### src/rtl/efe_pkg.sv
package efe_pkg;

    parameter int unsigned SAMPLE_W = 16;
    parameter int unsigned WORD_W   = 2 * SAMPLE_W;

    typedef struct packed {
        logic                valid;
        logic                first;
        logic [SAMPLE_W-1:0] data;
    } sample_t;

    function automatic logic [SAMPLE_W-1:0] sat_add(
        input logic [SAMPLE_W-1:0] x,
        input logic [SAMPLE_W-1:0] y
    );
        logic [SAMPLE_W:0] wide;
        wide = {1'b0, x} + {1'b0, y};
        return wide[SAMPLE_W] ? {SAMPLE_W{1'b1}} : wide[SAMPLE_W-1:0];
    endfunction

endpackage

### src/rtl/chan_serializer.sv
module chan_serializer
    import efe_pkg::*;
(
    input  logic              clk,
    input  logic              rst,
    input  logic              strobe,
    input  logic              first_in,
    input  logic [WORD_W-1:0] word,
    output sample_t           out_s
);

    logic [SAMPLE_W-1:0] hold_q;
    logic                pend_q;

    // Low half leaves first, the high half is parked for one cycle.
    always_ff @(posedge clk) begin
        if (rst) begin
            out_s  <= '0;
            hold_q <= '0;
            pend_q <= 1'b0;
        end else if (strobe) begin
            out_s.valid <= 1'b1;
            out_s.first <= first_in;
            out_s.data  <= word[SAMPLE_W-1:0];
            hold_q      <= word[WORD_W-1:SAMPLE_W];
            pend_q      <= 1'b1;
        end else if (pend_q) begin
            out_s.valid <= 1'b1;
            out_s.first <= 1'b0;
            out_s.data  <= hold_q;
            pend_q      <= 1'b0;
        end else begin
            out_s.valid <= 1'b0;
            out_s.first <= 1'b0;
        end
    end

endmodule

### src/rtl/sat_sum_stage.sv
module sat_sum_stage
    import efe_pkg::*;
(
    input  logic    clk,
    input  logic    rst,
    input  sample_t a_s,
    input  sample_t b_s,
    output sample_t sum_s
);

    always_ff @(posedge clk) begin
        if (rst) begin
            sum_s <= '0;
        end else begin
            sum_s.valid <= a_s.valid;
            sum_s.first <= a_s.valid & a_s.first;
            if (a_s.valid) begin
                sum_s.data <= sat_add(a_s.data, b_s.data);
            end
        end
    end

endmodule

### src/rtl/map_max_tracker.sv
module map_max_tracker
    import efe_pkg::*;
#(
    parameter int unsigned ROWS = 20,
    parameter int unsigned COLS = 20,
    localparam int unsigned ROW_W = (ROWS > 1) ? $clog2(ROWS) : 1,
    localparam int unsigned COL_W = (COLS > 1) ? $clog2(COLS) : 1,
    localparam int unsigned IDX_W = ROW_W + COL_W
) (
    input  logic                clk,
    input  logic                rst,
    input  sample_t             in_s,
    output logic                res_valid,
    output logic [SAMPLE_W-1:0] res_max,
    output logic [IDX_W-1:0]    res_idx
);

    logic                in_frame_q;
    logic [ROW_W-1:0]    row_q;
    logic [COL_W-1:0]    col_q;
    logic [SAMPLE_W-1:0] run_max_q;
    logic [IDX_W-1:0]    run_idx_q;

    logic                active;
    logic                take;
    logic                last;
    logic [ROW_W-1:0]    pos_row;
    logic [COL_W-1:0]    pos_col;
    logic [SAMPLE_W:0]   diff;
    logic [SAMPLE_W-1:0] nxt_max;
    logic [IDX_W-1:0]    nxt_idx;

    always_comb begin
        pos_row = in_s.first ? '0 : row_q;
        pos_col = in_s.first ? '0 : col_q;
        active  = in_s.valid && (in_s.first || in_frame_q);
        // Sign of the difference picks the survivor; zero keeps the older one.
        diff    = {1'b0, in_s.data} - {1'b0, run_max_q};
        take    = in_s.first || (!diff[SAMPLE_W] && (diff[SAMPLE_W-1:0] != '0));
        last    = (pos_row == ROW_W'(ROWS - 1)) && (pos_col == COL_W'(COLS - 1));
        nxt_max = take ? in_s.data : run_max_q;
        nxt_idx = take ? {pos_row, pos_col} : run_idx_q;
    end

    always_ff @(posedge clk) begin
        if (rst) begin
            in_frame_q <= 1'b0;
            row_q      <= '0;
            col_q      <= '0;
            run_max_q  <= '0;
            run_idx_q  <= '0;
            res_valid  <= 1'b0;
            res_max    <= '0;
            res_idx    <= '0;
        end else begin
            res_valid <= 1'b0;
            if (active) begin
                run_max_q <= nxt_max;
                run_idx_q <= nxt_idx;
                if (last) begin
                    res_valid  <= 1'b1;
                    res_max    <= nxt_max;
                    res_idx    <= nxt_idx;
                    in_frame_q <= 1'b0;
                    row_q      <= '0;
                    col_q      <= '0;
                end else begin
                    in_frame_q <= 1'b1;
                    if (pos_col == COL_W'(COLS - 1)) begin
                        col_q <= '0;
                        row_q <= pos_row + 1'b1;
                    end else begin
                        col_q <= pos_col + 1'b1;
                        row_q <= pos_row;
                    end
                end
            end
        end
    end

endmodule

### src/rtl/energy_front_end.sv
module energy_front_end
    import efe_pkg::*;
#(
    parameter int unsigned ROWS = 20,
    parameter int unsigned COLS = 20,
    localparam int unsigned ROW_W = (ROWS > 1) ? $clog2(ROWS) : 1,
    localparam int unsigned COL_W = (COLS > 1) ? $clog2(COLS) : 1,
    localparam int unsigned IDX_W = ROW_W + COL_W
) (
    input  logic                clk,
    input  logic                rst,
    input  logic                word_strobe,
    input  logic                frame_start,
    input  logic [WORD_W-1:0]   chan_a_word,
    input  logic [WORD_W-1:0]   chan_b_word,
    output logic                sum_valid,
    output logic [SAMPLE_W-1:0] sum_data,
    output logic                max_valid,
    output logic [SAMPLE_W-1:0] max_value,
    output logic [IDX_W-1:0]    max_index
);

    localparam int unsigned NCH = 2;

    logic [WORD_W-1:0] chan_words [NCH];
    sample_t           ser_s      [NCH];
    sample_t           ser_a;
    sample_t           ser_b;
    sample_t           sum_s;

    assign chan_words[0] = chan_a_word;
    assign chan_words[1] = chan_b_word;

    for (genvar c = 0; c < NCH; c++) begin : g_chan
        chan_serializer u_ser (
            .clk      (clk),
            .rst      (rst),
            .strobe   (word_strobe),
            .first_in (frame_start),
            .word     (chan_words[c]),
            .out_s    (ser_s[c])
        );
    end

    assign ser_a = ser_s[0];
    assign ser_b = ser_s[1];

    sat_sum_stage u_sum (
        .clk   (clk),
        .rst   (rst),
        .a_s   (ser_a),
        .b_s   (ser_b),
        .sum_s (sum_s)
    );

    map_max_tracker #(
        .ROWS (ROWS),
        .COLS (COLS)
    ) u_max (
        .clk       (clk),
        .rst       (rst),
        .in_s      (sum_s),
        .res_valid (max_valid),
        .res_max   (max_value),
        .res_idx   (max_index)
    );

    assign sum_valid = sum_s.valid;
    assign sum_data  = sum_s.data;

endmodule

### config.mk
export PLATFORM = sky130hd
export DESIGN_NAME = energy_front_end
export DESIGN_NICKNAME = d
export VERILOG_FILES = /design/src/rtl/efe_pkg.sv /design/src/rtl/chan_serializer.sv /design/src/rtl/sat_sum_stage.sv /design/src/rtl/map_max_tracker.sv /design/src/rtl/energy_front_end.sv
export SDC_FILE = /design/constraint.sdc
export NUM_CORES = 1
export LEC_CHECK = 0
export ABC_AREA = 1
export CAP_MARGIN = 15
export CORE_UTILIZATION = 46
export DETAILED_ROUTE_END_ITERATION = 8
export DONT_BUFFER_PORTS = 1
export PLACE_DENSITY_LB_ADDON = 0.1
export SETUP_SLACK_MARGIN = 0.3
export SKIP_LAST_GASP = 1
export SYNTH_ARGS = -nofsm -noshare
export SYNTH_HDL_FRONTEND = slang
export SYNTH_HIERARCHICAL = 1
export SYNTH_SLANG_ARGS = --single-unit
export TNS_END_PERCENT = 1
### constraint.sdc
create_clock -name clk -period 3.3 [get_ports clk]
set_input_delay 0.66 -clock clk [delete_from_list [all_inputs] [get_ports clk]]
set_output_delay 0.66 -clock clk [all_outputs]
set_load 0.02 [all_outputs]
# [Yosys cells after proc, flatten, opt, wreduce, memory -nomap -nowiden]
# Index checks and enable logic that the tools add are counted.
[totals] register_bits=149
[op_classes] addsub=4 n_eq_ne=2 n_mux=17 bitwise_logic=2 reduce_logical=10
[op_table] op="$mux W16" count=5
[op_table] op="$mux W5" count=6
[op_table] op="$mux W18" count=1
[op_table] op="$add A16 B16 Y17" count=1
[op_table] op="$sub A16 B16 Y17" count=1
[op_table] op="$reduce_bool A16 Y1" count=1
[op_table] op="$add A5 B1 Y5 const B" count=2
[op_table] op="$eq A5 B5 Y1 const B" count=2
[op_table] op="$mux W10" count=1
[op_table] op="$logic_and A1 B1 Y1" count=3
[op_table] op="$mux W1" count=3
[op_table] op="$logic_or A1 B1 Y1" count=2
[op_table] op="$mux W2" count=1
[op_table] op="$reduce_and A2 Y1" count=1
[op_table] op="$reduce_bool A2 Y1" count=1
[op_table] op="$reduce_or A2 Y1" count=1
[op_table] op="$and A1 B1 Y1" count=1
[op_table] op="$logic_not A1 Y1" count=1
[op_table] op="$not A1 Y1" count=1

# [Depth between registers and ports, before layout]
[logic_depth] word_depth=5 ltp_mapped=21 mapped_depth_nobuf=20

# [Modules after synthesis]
# Netlist, hierarchy kept.
[modules_own_cells] mod="map_max_tracker" n_inst=1 cells_each=662 area_per_inst_um2=4096.4 seq_area_each_um2=1281.2
[modules_own_cells] mod="chan_serializer" n_inst=2 cells_each=193 area_per_inst_um2=1544.0 seq_area_each_um2=700.7
[modules_own_cells] mod="sat_sum_stage" n_inst=1 cells_each=294 area_per_inst_um2=1709.1 seq_area_each_um2=360.3

# [Worst setup path before layout]
# No wires, ideal clock.
[synth_timing] kind="reg2reg" start="reg u_sum/sum_s[0] (netlist name)" end="reg u_max.run_max_q[1]" arrival_time_ns=2.449 required_time_ns=3.191 slack_ns=0.742 stages_incl_launch_ff=21 n_path_buf=1 synth_period_minus_slack_ns=2.558 path_cell_list="dfxtp_1 inv_1 ha_1 fa_1 inv_1 nand3_1 nand3_1 nand2_1 nand2_1 nand2_1 nand2_1 nand3_1 nor2_1 nand3_1 nand2_4 nand2_4 buf_6 nand2_2 nand3_1 nand2_1 inv_1"
[synth_between] elab_chain_len=5
[synth_rtl] item="$sub A16 B16 Y17 *" line="map_max_tracker.sv:38" source="diff = {1'b0, in_s.data} - {1'b0, run_max_q};"
[synth_rtl] item="$reduce_bool A16 Y1 or $logic_not A1 Y1 (tied branches)" line="map_max_tracker.sv:39" source="take = in_s.first || (!diff[SAMPLE_W] && (diff[SAMPLE_W-1:0] != '0));"
[synth_rtl] item="$logic_and A1 B1 Y1 *" line="map_max_tracker.sv:39"
[synth_rtl] item="$logic_or A1 B1 Y1 *" line="map_max_tracker.sv:39"
[synth_rtl] item="$mux W16 *" line="map_max_tracker.sv:41" source="nxt_max = take ? in_s.data : run_max_q;"
[synth_rtl] item="end signal, assigned" line="map_max_tracker.sv:58" source="run_max_q <= nxt_max;"
[synth_rtl] item="end, declared" line="map_max_tracker.sv:21" source="logic [SAMPLE_W-1:0] run_max_q;"
# Every way passes the cells marked *; elsewhere a longest branch is shown, timed or not.
# A chain may end at the register's enable or synchronous reset.

# [Final worst setup path]
[layout_timing] start="reg u_sum/sum_s[0] (netlist name)" end="reg u_max.run_max_q[8]"
[layout_between] elab_chain_len=5
[layout_rtl] item="$sub A16 B16 Y17 *" line="map_max_tracker.sv:38"
[layout_rtl] item="$reduce_bool A16 Y1 or $logic_not A1 Y1 (tied branches)" line="map_max_tracker.sv:39"
[layout_rtl] item="$logic_and A1 B1 Y1 *" line="map_max_tracker.sv:39"
[layout_rtl] item="$logic_or A1 B1 Y1 *" line="map_max_tracker.sv:39"
[layout_rtl] item="$mux W16 *" line="map_max_tracker.sv:41"
# Marks and branches as above.

==> results.txt <==
TritonCTS built the clock tree. Number of antenna violations at the first check in global routing: 0. The capturing element type of the critical path is a register.

In the post-route analysis, the smallest setup slack over all paths is 635 ps. Summed over all layers, the routed wires come to 23000 um. When the netlist entered floorplanning its net count stood at 1442. The cell family contributing the most delay on the critical path is simple AND/OR/NAND/NOR gates. The count of unresolved DRC violations after routing was 0; the buffer levels on the longest clock path was 2. At the pin with the least slew margin, the transition time is 787 ps.

For the area of the core, the log shows 0.0188 mm2. At the placement stage, the worst setup path has a slack of 579 ps. The total count of max-transition violations in the final report is 0, and the die boundary height is 141 um.

Static timing analysis puts the maximum clock frequency at 375 MHz. The share of layout cells above drive strength 1 came out at 0.0999. The final antenna-violating net count is 0. The die span in x works out to 141 um. The tools report the via count of the first global-routing pass as 7379. The worst path in the final design needs a cycle of 2670 ps, including I/O delays and setup. In this run the critical register-to-register path is launched from u_sum/sum_s[0]$_SDFFE_PP0P_. Along the worst path, the maximum fanout reaches 16.

After global routing, the most crowded layer is met2. The largest individual stage delay along the critical path comes from the cell sky130_fd_sc_hd__fa_1. The detailed router finished its first iteration with 479 violations.

Together, buffers and inverters on the worst path number 3. The run gives 0.0198 mm2 as the total die area. The cell row count was 50. For this design, the sink count on the clock tree is 150. The starting utilization of the core area is 0.471, and the total setup violations reported at the end of the flow is 0.

Setup total negative slack on the finished layout was measured at 0 ps. The part of the cycle the worst path needs was 0.808. Port buffering added 0 buffers. The average instance in the mapped netlist occupies 6.61 um2. Traced cell by cell, the critical path runs through inv_1, ha_1, fa_1, inv_1, nand3_1, nand3_1, nand2_1, nand2_1, nand2_1, nand2_1, nand3_1, nor2_1, nand3_1, nand2_4, nand2_4, nand2_1, nand3_1, nand2_1, inv_1. The global-route met2 utilization is 0.405. Clock skew on the completed layout was measured at 14.4 ps. The classification of the worst-slack hold path is in -> reg. Post-CTS repair changed the size of 0 cells.

The routed layout has 7986 vias. The run gives 1433 as the final-stage net count. The run gives 0 as the post-CTS setup buffer count.

The startpoint identified for the worst hold timing path is rst. The number of cells in the design after placement was 1544; the data arrival time at the worst-slack endpoint was 2990 ps. Setup repair after global routing left no endpoint under its margin. Dividing total power by cell area gives a power density of 499 mW/mm2. Max-cap violations in this run came to 0.

The met3 track utilization from global routing is 0.0557, and the mean number of vias per cell is 5.07. The tools report the met1 track demand over resource in global routing as 0.303. Detailed placement finished with a half-perimeter wire length of 16700 um. For the total track usage, the log shows 0.241. The total number of yosys warnings came out at 6. The final-report hold violation count is 0, and the maximum level of the CTS H-tree is 4. The number of instances in the synthesized netlist is 1338, and the source-to-sink clock delay at the later pin of the worst-skew pair is 430 ps.

The root buffer cell chosen for the clock tree is sky130_fd_sc_hd__clkbuf_16. The cell area that synthesis handed to floorplanning was 0.00884 mm2. Entering global routing, the biggest net connects 50 pins. The logs give 37500 um for the first-pass GRT wire length and 3630 ps for the required time of the critical path.

The worst setup path is launched from a register. The number of optimization iterations in the first detailed-route pass came out at 5. From synthesis to final layout, the design area changed by 7.44%. After global routing the overflow that remains totals 0. During I/O placement, the number of pins put on the boundary was 112. The leakage power summed over all cells was 5.18 nW; the routed wirelength normalized by instance count was 14.6 um. For this design, the CTS-stage hold fixing added 0 buffers. The congestion estimate from routability-driven global placement came to 0.876.

The number of antenna cells inserted was 0. The type of the worst setup path is reg -> reg. VDD sags by at most 0.354 mV.

For the number of buffers created by CTS, the log shows 17. The clock input transition at the sequential cells of the worst setup and hold paths is 70 ps. The finished layout holds 1576 standard cells, fillers aside. The biggest cell delay along the critical path came out at 410 ps. The run finished with clean final reports.

Tracing the worst setup path back leads to its startpoint at u_sum/sum_s[0]$_SDFFE_PP0P_. Among the stages of the critical path, the cell type that occurs most often is sky130_fd_sc_hd__nand2_1. After filler insertion, the fill cell instance count of the layout stands at 1990. The run gives 0.474 as the headroom to the max-slew limit.
==> flip-flops by register name (all words and copies together) (netlist names), 2 cells and up <==
| name | count |
|---|---|
| u_max/col_q | 5 |
| u_max/run_idx_q | 10 |
| u_sum/sum_s | 18 |
| u_max/run_max_q | 16 |
| g_chan.u_ser/out_s | 34 |
| u_max/res_max | 16 |
| u_max/res_idx | 10 |
| u_max/row_q | 5 |
| g_chan.u_ser/pend_q | 2 |
| g_chan.u_ser/hold_q | 32 |
==> placed cells by master, fill, tap and decap left out <==
cell	count
sky130_fd_sc_hd__dfxtp_1	150
sky130_fd_sc_hd__inv_6	10
sky130_fd_sc_hd__inv_2	4
sky130_fd_sc_hd__clkinvlp_4	1
sky130_fd_sc_hd__nand2_4	4
sky130_fd_sc_hd__o31ai_1	1
sky130_fd_sc_hd__inv_8	2
sky130_fd_sc_hd__o21ai_0	18
sky130_fd_sc_hd__nand3b_1	3
sky130_fd_sc_hd__buf_4	22
sky130_fd_sc_hd__nor2_8	5
sky130_fd_sc_hd__nand2_2	48
sky130_fd_sc_hd__nand2_1	474
sky130_fd_sc_hd__o2111ai_1	1
sky130_fd_sc_hd__buf_6	1
sky130_fd_sc_hd__and3_1	3
sky130_fd_sc_hd__nor2_2	1
sky130_fd_sc_hd__xnor2_1	7
sky130_fd_sc_hd__and2_1	3
sky130_fd_sc_hd__clkbuf_16	17
sky130_fd_sc_hd__nor3_2	1
sky130_fd_sc_hd__a21oi_2	2
sky130_fd_sc_hd__nand3_2	9
sky130_fd_sc_hd__nand3_1	184
sky130_fd_sc_hd__fa_1	2
sky130_fd_sc_hd__nor3_1	4
sky130_fd_sc_hd__o21ai_2	1
sky130_fd_sc_hd__inv_1	188
sky130_fd_sc_hd__a21oi_1	46
sky130_fd_sc_hd__clkinv_4	2
sky130_fd_sc_hd__o21bai_1	1
sky130_fd_sc_hd__bufinv_16	2
sky130_fd_sc_hd__nor2_1	65
sky130_fd_sc_hd__nand4_1	12
sky130_fd_sc_hd__o211ai_1	1
sky130_fd_sc_hd__nor4_4	2
sky130_fd_sc_hd__xor2_1	6
sky130_fd_sc_hd__ha_1	34
sky130_fd_sc_hd__a21o_1	5
==> worst register-to-register path: stages, from the launching register on <==
cell,delay (ps)
sky130_fd_sc_hd__dfxtp_1,330
sky130_fd_sc_hd__inv_1,50
sky130_fd_sc_hd__ha_1,210
sky130_fd_sc_hd__fa_1,410
sky130_fd_sc_hd__inv_1,90
sky130_fd_sc_hd__nand3_1,60
sky130_fd_sc_hd__nand3_1,140
sky130_fd_sc_hd__nand2_1,90
sky130_fd_sc_hd__nand2_1,60
sky130_fd_sc_hd__nand2_1,40
sky130_fd_sc_hd__nand2_1,50
sky130_fd_sc_hd__nand3_1,70
sky130_fd_sc_hd__nor2_1,120
sky130_fd_sc_hd__nand3_1,160
sky130_fd_sc_hd__nand2_4,140
sky130_fd_sc_hd__nand2_4,180
sky130_fd_sc_hd__nand2_1,160
sky130_fd_sc_hd__nand3_1,80
sky130_fd_sc_hd__nand2_1,80
sky130_fd_sc_hd__inv_1,30
==> through the flow <==
stage | hold WS (ps) | instance area [um2] | total power, W | utilization
floorplan | 404 | 8840 | 0.00261 | -
global route | 277 | 9500 | 0.00499 | 0.506
CTS | 284 | 9500 | 0.00479 | 0.506
detailed placement | 451 | 8890 | 0.00276 | 0.474
finish | 291 | 9500 | 0.00474 | 0.506
global placement | 448 | 8890 | 0.00276 | 0.474
==> routing by layer <==
| metal | wire [um] | part of all wire |
|---|---|---|
| met4 | 449 | 0.020 |
| met1 | 10300 | 0.45 |
| met5 | 0 | 0 |
| met3 | 1280 | 0.056 |
| met2 | 11000 | 0.48 |
==> path summary, 6_finish.rpt <==
kind                                                             end  slack [ps]  cells after the start
worst max-delay path                 u_max/run_max_q[8]$_SDFFE_PP0P_         630                     19
worst min-delay path            g_chan[0].u_ser/out_s[17]$_SDFF_PP0_         290                      1
worst max register to register       u_max/run_max_q[8]$_SDFFE_PP0P_         630                     19
worst min register to register           u_max/col_q[3]$_SDFFE_PP0P_         460                      2
==> cell type report <==
class,count,area [um2],share of cell area
flip-flops and latches,150,3000,0.316
clock inverters,15,178,0.0187
repair buffers,23,176,0.0186
clock buffers,17,425,0.0448
inverters,194,738,0.0777
well taps,234,293,0.0308
multi-input cells,943,4690,0.493
==> where the power goes <==
group / switching, W / internal (W) / leakage (nW)
clock: 0.000867 / 0.00115 / 0.294
sequential: 0.0000585 / 0.00188 / 1.22
combinational: 0.000528 / 0.000263 / 3.66
Note: power is estimated with default switching activity, not from simulation.
